==> config.mk <==
export PLATFORM = sky130hd
export DESIGN_NAME = hwp_port
export DESIGN_NICKNAME = d
export VERILOG_FILES = /design/src/rtl/hwp_pkg.sv /design/src/rtl/hwp_sync.sv /design/src/rtl/hwp_addr_reg.sv /design/src/rtl/hwp_cycle_fsm.sv /design/src/rtl/hwp_port.sv
export SDC_FILE = /design/constraint.sdc
export NUM_CORES = 1
export LEC_CHECK = 0
export ABC_AREA = 1
export BUFFER_PORTS_ARGS = -buffer_cell sky130_fd_sc_hd__buf_2
export CORE_UTILIZATION = 59
export CTS_BUF_LIST = sky130_fd_sc_hd__clkbuf_16
export CTS_CLUSTER_DIAMETER = 30
export DETAILED_ROUTE_END_ITERATION = 7
export PLACE_DENSITY = 0.9
export SYNTH_ARGS = -nofsm -noshare
export SYNTH_HDL_FRONTEND = slang
export SYNTH_HIERARCHICAL = 1
export SYNTH_SLANG_ARGS = --single-unit
==> constraint.sdc <==
create_clock -name clk -period 3.4 [get_ports clk]
set_input_delay 0.34 -clock clk [delete_from_list [all_inputs] [get_ports clk]]
set_output_delay 0.34 -clock clk [all_outputs]
set_load 0.01 [all_outputs]
==> src/rtl/hwp_pkg.sv <==
// Shared types for the host write port.
// Assumes nothing beyond being compiled before the modules that import it.
package hwp_pkg;
    // Handshake phase of one host write transfer
    typedef enum logic [1:0] {
        PH_IDLE = 2'd0,   // ready, acknowledge low
        PH_WAIT = 2'd1,   // write recognised, waiting for bus data
        PH_MEM  = 2'd2,   // internal memory write outstanding
        PH_REL  = 2'd3    // acknowledge low, waiting for host strobe release
    } phase_t;
endpackage

==> src/rtl/hwp_sync.sv <==
// Multi-stage synchroniser for asynchronous host strobes.
// Assumes each bit is an independent level; reset value is per bit.
module hwp_sync #(
    parameter int          WIDTH   = 4,
    parameter int          STAGES  = 2,
    parameter logic [WIDTH-1:0] RST_VAL = '0
) (
    input  logic             clk,
    input  logic             rst_n,
    input  logic [WIDTH-1:0] d,
    output logic [WIDTH-1:0] q
);
    logic [WIDTH-1:0] chain [STAGES];

    // Shift the inputs through the flop chain
    always_ff @(posedge clk) begin
        if (!rst_n) begin
            for (int i = 0; i < STAGES; i++) chain[i] <= RST_VAL;
        end else begin
            chain[0] <= d;
            for (int i = 1; i < STAGES; i++) chain[i] <= chain[i-1];
        end
    end

    assign q = chain[STAGES-1];
endmodule

==> src/rtl/hwp_addr_reg.sv <==
// Control register: memory select and word address.
// Loaded by an address-latch cycle (bus sampled at strobe fall) or by a
// processor-side write (which wins); steps by one after each finished word.
// Assumes the bus still holds the address when the synchronised strobe falls.
module hwp_addr_reg #(
    parameter int BUS_W  = 16,
    parameter int ADDR_W = 14
) (
    input  logic              clk,
    input  logic              rst_n,
    input  logic              ale_s,
    input  logic [BUS_W-1:0]  bus,
    input  logic              cfg_wr,
    input  logic              cfg_pm,
    input  logic [ADDR_W-1:0] cfg_addr,
    input  logic              word_done,
    output logic              cur_pm,
    output logic [ADDR_W-1:0] cur_addr,
    output logic              discard
);
    logic ale_q;
    logic ale_fall;

    assign ale_fall = ale_q && !ale_s;
    assign discard  = ale_fall || cfg_wr;

    // Track the previous synchronised latch strobe for edge detection
    always_ff @(posedge clk) begin
        if (!rst_n) ale_q <= 1'b0;
        else        ale_q <= ale_s;
    end

    // Load or advance the select and address
    always_ff @(posedge clk) begin
        if (!rst_n) begin
            cur_pm   <= 1'b0;
            cur_addr <= '0;
        end else if (cfg_wr) begin
            cur_pm   <= cfg_pm;
            cur_addr <= cfg_addr;
        end else if (ale_fall) begin
            cur_pm   <= bus[ADDR_W];
            cur_addr <= bus[ADDR_W-1:0];
        end else if (word_done) begin
            cur_addr <= cur_addr + 1'b1;
        end
    end

    AST_ADDR_STEP: assert property (@(posedge clk) disable iff (!rst_n)
        (word_done && !discard) |=> (cur_addr == $past(cur_addr) + 1'b1)) else $error("addr step");
    AST_LATCH_LOAD: assert property (@(posedge clk) disable iff (!rst_n)
        (ale_fall && !cfg_wr) |=> (cur_pm == $past(bus[ADDR_W]) && cur_addr == $past(bus[ADDR_W-1:0]))) else $error("latch load");
endmodule

==> src/rtl/hwp_cycle_fsm.sv <==
// Host write handshake, program-word holding latch and memory request.
// A write starts on synchronised select+write low (latch strobe low, read
// strobe high). Data is captured on strobe release (short cycle) or after
// DATA_WAIT cycles with strobes still low (long cycle). Assumes the host
// keeps the bus valid across the capture point.
module hwp_cycle_fsm
    import hwp_pkg::*;
#(
    parameter int BUS_W     = 16,
    parameter int LOW_W     = 8,
    parameter int ADDR_W    = 14,
    parameter int DATA_WAIT = 6
) (
    input  logic                    clk,
    input  logic                    rst_n,
    input  logic                    sel_n_s,
    input  logic                    wr_n_s,
    input  logic                    rd_n_s,
    input  logic                    ale_s,
    input  logic [BUS_W-1:0]        bus,
    input  logic                    discard,
    input  logic                    cur_pm,
    input  logic [ADDR_W-1:0]       cur_addr,
    input  logic                    mem_done,
    output logic                    ack_n,
    output logic                    mem_req,
    output logic                    mem_pm,
    output logic [ADDR_W-1:0]       mem_addr,
    output logic [BUS_W+LOW_W-1:0]  mem_data,
    output logic                    word_done
);
    localparam int WORD_W = BUS_W + LOW_W;
    localparam int CNT_W  = $clog2(DATA_WAIT + 1);

    phase_t           ph, ph_nxt;
    logic [CNT_W-1:0] cnt;
    logic [BUS_W-1:0] hold;
    logic             hold_v;
    logic             wr_act, qualified, capture, first_half;

    // Decode host strobe levels and the next handshake phase
    always_comb begin
        wr_act     = !sel_n_s && !wr_n_s;
        qualified  = wr_act && !ale_s && rd_n_s;
        capture    = (ph == PH_WAIT) && (!wr_act || cnt == CNT_W'(DATA_WAIT - 1));
        first_half = cur_pm && !hold_v;
        word_done  = (ph == PH_MEM) && mem_done;
        ph_nxt     = ph;
        unique case (ph)
            PH_IDLE: if (qualified) ph_nxt = PH_WAIT;
            PH_WAIT: if (capture)   ph_nxt = first_half ? (wr_act ? PH_REL : PH_IDLE) : PH_MEM;
            PH_MEM:  if (mem_done)  ph_nxt = wr_act ? PH_REL : PH_IDLE;
            PH_REL:  if (!wr_act)   ph_nxt = PH_IDLE;
            default: ph_nxt = PH_IDLE;
        endcase
    end

    // Phase register, data-wait counter and registered acknowledge
    always_ff @(posedge clk) begin
        if (!rst_n) begin
            ph    <= PH_IDLE;
            cnt   <= '0;
            ack_n <= 1'b0;
        end else begin
            ph    <= ph_nxt;
            cnt   <= (ph == PH_WAIT && !capture) ? cnt + 1'b1 : '0;
            ack_n <= (ph_nxt == PH_WAIT) || (ph_nxt == PH_MEM);
        end
    end

    // Holding latch for the upper half of a program word
    always_ff @(posedge clk) begin
        if (!rst_n) begin
            hold   <= '0;
            hold_v <= 1'b0;
        end else if (discard) begin
            hold_v <= 1'b0;
        end else if (capture) begin
            if (first_half) begin
                hold   <= bus;
                hold_v <= 1'b1;
            end else begin
                hold_v <= 1'b0;
            end
        end
    end

    // Internal memory write request with its address, select and data
    always_ff @(posedge clk) begin
        if (!rst_n) begin
            mem_req  <= 1'b0;
            mem_pm   <= 1'b0;
            mem_addr <= '0;
            mem_data <= '0;
        end else begin
            mem_req <= capture && !first_half;
            if (capture && !first_half) begin
                mem_pm   <= cur_pm;
                mem_addr <= cur_addr;
                mem_data <= cur_pm ? {hold, bus[LOW_W-1:0]} : WORD_W'(bus);
            end
        end
    end

    AST_REQ_PULSE: assert property (@(posedge clk) disable iff (!rst_n)
        mem_req |=> !mem_req) else $error("req pulse");
    AST_ACK_BUSY: assert property (@(posedge clk) disable iff (!rst_n)
        (mem_req || (ph == PH_MEM && !mem_done)) |=> ack_n) else $error("ack busy");
    AST_FIRST_NO_REQ: assert property (@(posedge clk) disable iff (!rst_n)
        $rose(hold_v) |-> !mem_req) else $error("first half req");
    AST_QUALIFY: assert property (@(posedge clk) disable iff (!rst_n)
        (ph == PH_IDLE && (ale_s || !rd_n_s)) |=> (ph != PH_WAIT)) else $error("qualify");
    AST_DISCARD: assert property (@(posedge clk) disable iff (!rst_n)
        discard |=> !hold_v) else $error("discard");
endmodule

==> src/rtl/hwp_port.sv <==
// Host indirect memory write port, top level.
// Synchronises host strobes, keeps the control register and runs the write
// handshake toward a request/done internal memory interface.
// Assumes BUS_W > ADDR_W (bus bit ADDR_W carries the memory select).
module hwp_port #(
    parameter int BUS_W       = 16,
    parameter int LOW_W       = 8,
    parameter int ADDR_W      = 14,
    parameter int DATA_WAIT   = 6,
    parameter int SYNC_STAGES = 2
) (
    input  logic                   clk,
    input  logic                   rst_n,
    input  logic                   hst_sel_n,
    input  logic                   hst_wr_n,
    input  logic                   hst_rd_n,
    input  logic                   hst_ale,
    input  logic [BUS_W-1:0]       hst_ad,
    output logic                   hst_ack_n,
    input  logic                   cfg_wr,
    input  logic                   cfg_pm,
    input  logic [ADDR_W-1:0]      cfg_addr,
    output logic                   mw_req,
    output logic                   mw_pm,
    output logic [ADDR_W-1:0]      mw_addr,
    output logic [BUS_W+LOW_W-1:0] mw_data,
    input  logic                   mw_done
);
    logic [3:0]        strb_s;
    logic              discard, cur_pm, word_done;
    logic [ADDR_W-1:0] cur_addr;

    hwp_sync #(.WIDTH(4), .STAGES(SYNC_STAGES), .RST_VAL(4'b0111)) u_sync (
        .clk(clk), .rst_n(rst_n),
        .d({hst_ale, hst_rd_n, hst_wr_n, hst_sel_n}),
        .q(strb_s)
    );

    hwp_addr_reg #(.BUS_W(BUS_W), .ADDR_W(ADDR_W)) u_addr (
        .clk(clk), .rst_n(rst_n), .ale_s(strb_s[3]), .bus(hst_ad),
        .cfg_wr(cfg_wr), .cfg_pm(cfg_pm), .cfg_addr(cfg_addr),
        .word_done(word_done), .cur_pm(cur_pm), .cur_addr(cur_addr),
        .discard(discard)
    );

    hwp_cycle_fsm #(.BUS_W(BUS_W), .LOW_W(LOW_W), .ADDR_W(ADDR_W),
                    .DATA_WAIT(DATA_WAIT)) u_fsm (
        .clk(clk), .rst_n(rst_n),
        .sel_n_s(strb_s[0]), .wr_n_s(strb_s[1]), .rd_n_s(strb_s[2]),
        .ale_s(strb_s[3]), .bus(hst_ad), .discard(discard),
        .cur_pm(cur_pm), .cur_addr(cur_addr), .mem_done(mw_done),
        .ack_n(hst_ack_n), .mem_req(mw_req), .mem_pm(mw_pm),
        .mem_addr(mw_addr), .mem_data(mw_data), .word_done(word_done)
    );

    AST_RESET_ACK: assert property (@(posedge clk)
        !rst_n |=> (!hst_ack_n && !mw_req)) else $error("reset state");
endmodule

==> qor.yml, run 1 <==
drc: 0
htreeDepth: 3
synth.distinct_cells: 37
fmax_mhz: 546
vias: 3683
crit_path_top_delay_cell: "dfxtp_1"
synth_xor_area_share_pct: 0.451
p_comb_share_pct: 7.4
endpoint_kind: "register"
synth_edf_count: 0
gp_congestion: 0.851
crit_fanout: 17
drtIter0Drc: 397
seq_power_share_pct: 48.9
area_growth_pct: 15.3
synth_seq_cells: 87
die_area_um2: 6910
cp.required_ns: 3.62
die_w_um: 83.1
slowest_delay_ns: 0.35
maxSlewHeadroom_pct: 57.1
routedWlPerCell_um: 13.8
finalCoreUtilization_pct: 70.5
nets: 643
status: "completed"
grt_pass1_wl_um: 15600
syn_avg_cell_area_um2: 7.26
grt_pass1_vias: 3417
ant_nets: 0
switching_share_pct: 23.7
hold-worst-slack_ns: 0.176
core.rowCount: 29
numCtsBuffers: 9
p_clk_share_pct: 43.7
max_cap_viol_count: 0
rsz0062_at_grt: "false"
cts_hold_buf: 0
synthArstFlopShare_pct: 0
p_per_area_nw_per_um2: 486
cts_resized: 0
synth_ff_type: "dfxtp_1"
hold_class: "in -> reg"
insertedDiodeCount: 0
cp.arrival_ns: 2.05
via_per_inst: 5.40
final_cell_area_um2: 4480
die_h_um: 83.1
netlist_area_um2: 3880
final_common_cell: "nand2_1"
clk_pin_slew_ns: 0.06
synth.net_count: 577
cts_tree: "done"
p_switching_uw: 516
dp.cells: 667
ys_warn_count: 6
clockRootBuffer: "clkbuf_16"
start_util_pct: 61.1
worst-setup-path-type: "reg -> reg"
leakage_nw: 2.23
drive_gt1_share_pct: 20.8
antenna_found_initial: 0
synth_compound_area_share_pct: 9.09
layout_common_cells: "181 x nand2_1, 87 x dfxtp_1, 79 x buf_2"
critPathTopFamily: "simple AND/OR/NAND/NOR gates"
muxShareOfSynthArea_pct: 2.06
finClkSkew_ns: 0.00754
yosys.area_share.adder_pct: 0.967
fin_crit_ns: 1.83
setup_viol: 0
dp_hpwl_um: 6300
ir_drop_v: 0.000390
tns_ns: 0
grt_start_max_net_pins: 40
post-route-period-util_pct: 53.9
drtPass1Iterations: 5
tightest_slew_ns: 0.644
internal-power_mw: 1.66
drt_wl_total_um: 9430
grt_usage_pct: 28.2
clock_sinks: 87
post_cts_buffers: 0
worstSkewPairLatency_ns: 0.34
ys_seq_area_share_pct: 44.9
synth_top_family_by_area: "simple AND/OR/NAND/NOR gates"
hold_viol_final: 0
critPathBufInv: 2
start_kind: "register"
synth-simple-area-share_pct: 33.0
slew_viol_final: 0
final_cells: 682
place_area_um2: 4190
portBuffers: 79
grt.overflow.total: 0
worstPathCellList: "nor2_4 > inv_2 > nand2_1 > nor2_4 > nand2_4 > inv_6 > nor2_1 > nor2_1"
cts_buffer_depth: 2
synthCells: 535
coreArea_um2: 6350
ios: 80
layout make-up:
type	count	area (um^2)
Fill cell	489	1870
Multi-Input combinational cell	377	1770
Sequential cell	87	1740
Timing Repair Buffer	80	403
Clock buffer	9	225
Inverter	46	180
Tap cell	77	96.3
Clock inverter	6	61.3
Yosys cell counts (2+ instances only):
cell | n | share of area, %
nand4_1 | 4 | 0.64
clkbuf_1 | 2 | 0.19
ha_1 | 3 | 0.97
buf_4 | 8 | 1.5
inv_1 | 36 | 3.5
o21ai_1 | 12 | 1.5
nor2_4 | 5 | 1.5
nand2_1 | 181 | 17
nand3_2 | 2 | 0.52
nor2_1 | 60 | 5.8
a21oi_1 | 19 | 2.4
a21oi_2 | 2 | 0.45
dfxtp_1 | 87 | 45
nand3_1 | 28 | 3.6
buf_6 | 5 | 1.5
o211ai_1 | 2 | 0.39
o21ai_0 | 28 | 3.6
buf_2 | 8 | 1.0
nand2_4 | 2 | 0.58
mux2i_1 | 8 | 2.1
nor2_2 | 8 | 1.3
inv_2 | 7 | 0.68
nand2_2 | 2 | 0.32
nor3_1 | 3 | 0.39
state kept, by name (all words and copies together) (netlist names), 2 cells and up:
register / flops
u_fsm/mem_data: 24
u_fsm/hold: 16
u_addr/cur_addr: 14
u_fsm/mem_addr: 14
u_sync/chain: 8
u_fsm/cnt: 3
u_fsm/ph: 2
through the flow:
| stage | setup WS [ns] | total power [mW] |
|---|---|---|
| finish | 1.57 | 2.17 |
| global route | 1.37 | 2.25 |
| CTS | 1.59 | 2.17 |
| detailed placement | 1.54 | 1.24 |
| global placement | 1.59 | 1.23 |
| floorplan | 2.04 | 1.19 |
power groups by stage:
stage          clock, mW  sequential [mW]  combinational, mW
2_1_floorplan          0             1.08              0.113
3_3_place_gp           0             1.08              0.150
3_5_place_dp           0             1.09              0.154
4_1_cts            0.952             1.06              0.158
5_1_grt             1.01             1.07              0.178
6_report           0.950             1.06              0.162
path summary, 6_finish.rpt:
| check | endpoint | depth (start not counted) | slack, ns | startpoint |
|---|---|---|---|---|
| setup reg to reg | u_fsm/hold[8] | 8 | 1.57 | u_sync/chain[0][7] |
| setup / recovery | u_fsm/hold[8] | 8 | 1.57 | u_sync/chain[0][7] |
| hold reg to reg | u_sync/chain[0][5] | 2 | 0.40 | u_sync/chain[0][1] |
| hold / removal | u_sync/chain[0][1] | 3 | 0.18 | hst_wr_n |
cell families (layout without fill, tap and decap cells):
kind of cell               count (synthesis)  count (layout)
and+or+nand+nor                          298             298
DFF                                       87              87
buffers and inverters                     71             141
AOI/OAI and AO/OA                         66              66
muxes                                      8               8
adders and majority gates                  3               3
xor gates and xnor gates                   2               2
per-layer routing:
layer / global-route usage (%) / vias up / wire (um)
met5: 0 / - / 0
met4: 10.3 / 0 / 111
met3: 6.56 / 16 / 865
met2: 45.2 / 193 / 4490
met1: 37.3 / 1670 / 3960
li1: - / 1804 / -
tightest hold or removal path, stage by stage:
cell and delay [ns]:
buf_2 0.07, inv_1 0.03, nand2_1 0.04
(Power assumes the default switching activity.)
==> run 2, diff against run 1 <==
--- a/config.mk
+++ b/config.mk
@@ -5,13 +5,13 @@
 export SDC_FILE = /design/constraint.sdc
 export NUM_CORES = 1
 export LEC_CHECK = 0
-export ABC_AREA = 1
+export ABC_AREA = 0
 export BUFFER_PORTS_ARGS = -buffer_cell sky130_fd_sc_hd__buf_2
-export CORE_UTILIZATION = 59
+export CORE_UTILIZATION = 48
 export CTS_BUF_LIST = sky130_fd_sc_hd__clkbuf_16
 export CTS_CLUSTER_DIAMETER = 30
 export DETAILED_ROUTE_END_ITERATION = 7
-export PLACE_DENSITY = 0.9
+export PLACE_DENSITY = 0.8
 export SYNTH_ARGS = -nofsm -noshare
 export SYNTH_HDL_FRONTEND = slang
 export SYNTH_HIERARCHICAL = 1
==> constraint.sdc (replaced) <==
create_clock -name clk -period 1.5 [get_ports clk]
set_input_delay 0.15 -clock clk [delete_from_list [all_inputs] [get_ports clk]]
set_output_delay 0.15 -clock clk [all_outputs]
set_load 0.01 [all_outputs]
==> run 2 against run 1 <==
Compared with the run above:
- the flow now finishes with violations (setup timing)
- cell area increased by 13%
- flip-flop and latch count unchanged
- critical endpoint is now u_fsm/mem_data[17]
- fmax increased by 12%
- final cell count decreased by 12%
- combinational power increased to 2.9 times the previous value
- sequential power increased by 120%
- global-route usage decreased by 1.6 points
- power increased by 130%
- largest cell class unchanged
- worst setup slack got worse by 1.7 ns
- highest routed layer unchanged
- clock-buffer cell count unchanged
- sequential share of layout area decreased by 4.3 points
==> qor.yml, run 2 <==
met3RoutedLength_um: 900
final_common_cell: "buf_2"
synth.distinct_cells: 54
clk_pin_slew_ns: 0.07
crit_fanout: 14
cp.arrival_ns: 1.88
synthCells: 374
die_w_um: 88.8
hold_class: "in -> reg"
die_area_um2: 7880
wl_met1_um: 4320
slew_viol_final: 0
routedWlPerCell_um: 17.6
max_cap_viol_count: 0
fmax_mhz: 611
nets: 540
yosysTopAreaCell: "dfxtp_1"
status: "finished with violations"
antenna_found_initial: 0
grt_pass1_vias: 3198
synth_edf_count: 0
worstPathCellList: "nand2b_1 > buf_4 > o31a_1 > buf_6 > buf_12 > a22o_1"
slowest_delay_ns: 0.33
start_util_pct: 49.9
grt.overflow.total: 0
maxSlewHeadroom_pct: 65.0
post-route-period-util_pct: 109
grt_start_max_net_pins: 26
dp.cells: 572
synth_ff_type: "dfxtp_1"
syn_avg_cell_area_um2: 9.67
drc: 0
final_cell_area_um2: 5070
wl_met2_um: 4940
ys_seq_area_share_pct: 48.2
ant_nets: 0
start_kind: "register"
gp_congestion: 0.892
vias: 3445
synth_most_common_cell: "dfxtp_1"
reg_top3: "u_fsm/mem_data (24), u_fsm/hold (16)"
die_h_um: 88.8
coreArea_um2: 7250
worst_slack_ns: -0.137
portBuffers: 79
ys_top_cells_by_count: "87 x dfxtp_1, 38 x nor2_1, 32 x nand2_1"
core.rowCount: 31
numCtsBuffers: 9
final_cells: 602
clockRootBuffer: "clkbuf_16"
grt_usage_pct: 26.6
layout_common_cells: "79 x buf_2, 78 x dfxtp_1, 41 x buf_4"
regMostFlops: "u_fsm/mem_data"
drive_gt1_share_pct: 39.6
ys_warn_count: 6
cp.required_ns: 1.74
dp_hpwl_um: 6690
synth_top_area_share_pct: 48.2
insertedDiodeCount: 0
clock_sinks: 87
htreeDepth: 3
leakage_nw: 2.26
ios: 80
worstSkewPairLatency_ns: 0.35
ir_drop_v: 0.000719
crit_path_top_delay_cell: "dfxtp_2"
cts_tree: "done"
grt_pass1_wl_um: 15300
finClkSkew_ns: 0.00785
fillers: 527
largest_reg_flops: 24
worst-setup-path-type: "reg -> reg"
area_growth_pct: 40.1
drtIter0Drc: 390
hold_viol_final: 0
setup_viol: 59
synth.net_count: 416
tightest_slew_ns: 0.521
place_area_um2: 4430
critPathTopFamily: "compound AO/OA/AOI/OAI gates"
via_per_inst: 5.72
p_per_area_nw_per_um2: 1010
drtPass1Iterations: 5
synthArstFlopShare_pct: 0
fin_crit_ns: 1.64
netlist_area_um2: 3620
violations: "setup timing"
rrSetupSlack_ns: -0.14
top_layer: "met4"
cts_buffer_depth: 2
critPathBufInv: 3
rsz0062_at_grt: "true"
endpoint_kind: "register"
synth_seq_cells: 87
synth.area.top_cells: "dfxtp_1 48%, mux2i_1 7.5%, a22o_1 7.3%, nor2_1 3.9%, nand2_1 3.3%"
drt_wl_total_um: 10600
run 2: cell count changes after synthesis, moves of 11 or more:
cell / delta
nor2_1: -22
nand3_1: -23
clkbuf_1: +11
inv_1: -29
o21ai_1: -12
a21oi_1: -12
mux2i_1: +19
a22o_1: +30
nand2_1: -149
run 2: per-layer routing:
metal	GRT usage (%)	up-vias
li1	-	1610
met1	32.8	1600
met2	43.4	194
met3	5.50	41
met4	15.4	0
met5	0	-
run 2: final timing paths:
check / from / end / depth (start not counted)
worst max register to register: u_fsm/ph[1] / u_fsm/mem_data[17] / 6
worst min-delay path: hst_ad[1] / u_fsm/mem_data[1] / 2
worst max-delay path: u_fsm/ph[1] / u_fsm/mem_data[17] / 6
worst min register to register: u_sync/chain[0][1] / u_sync/chain[0][5] / 1
run 2: timing repair:
| item | CTS | global route |
|---|---|---|
| setup endpoints to repair | 58 | 66 |
| cloned | 3 | 2 |
| gates resized for setup | 24 | 28 |
| hold buffers | 4 | 0 |
| setup buffers | 4 | 2 |
| hold endpoints to repair | 4 | 0 |
| pin swaps | 18 | 10 |
run 2: layout make-up:
| cell class | count | area [um^2] | share of cell area, % |
|---|---|---|---|
| tap | 99 | 124 | 2.45 |
| inverter | 8 | 35.0 | 0.692 |
| multi-input combinational | 255 | 1870 | 36.9 |
| clock inverter | 7 | 77.6 | 1.53 |
| timing repair buffer | 137 | 980 | 19.3 |
| sequential | 87 | 1750 | 34.6 |
| clock buffer | 9 | 225 | 4.45 |
run 2: worst reg2reg max path, delay by kind of cell (launching register included):
kind | cells | cell delay [ns]
DFF | 1 | 0.33
AOI/OAI and AO/OA | 2 | 0.57
and+or+nand+nor | 1 | 0.18
buffers and inverters | 3 | 0.45
run 2: cell families (layout without fill, tap and decap cells):
group                      Yosys count  in the layout  synth area share (%)
xor gates and xnor gates             6              6                  1.45
buffers and inverters               34            161                  5.43
and+or+nand+nor                    124            126                  17.3
DFF                                 87             87                  48.2
muxes                               27             27                  7.47
AOI/OAI and AO/OA                   93             93                  19.1
adders and majority gates            3              3                  1.04
run 2: where the power goes:
group / total, mW / switching [mW] / internal [mW]
logic: 0.475 / 0.250 / 0.225
registers: 2.38 / 0.0318 / 2.35
clock network: 2.24 / 1.06 / 1.18
total: 5.10 / 1.34 / 3.75
run 2: stage by stage:
| step | utilization (%) | hold slack, ns | worst slack (ns) | total power, mW | setup TNS [ns] |
|---|---|---|---|---|---|
| detailed placement | 61.0 | 0.335 | -0.181 | 2.82 | -7.04 |
| CTS | 67.5 | 0.0580 | -0.125 | 5.08 | -5.57 |
| floorplan | - | 0.223 | -0.288 | 2.64 | -6.92 |
| global route | 69.8 | 0.0597 | -0.231 | 5.27 | -10.50 |
| global placement | 61.0 | 0.328 | -0.131 | 2.81 | -5.28 |
| finish | 69.8 | 0.0588 | -0.137 | 5.10 | -6.16 |
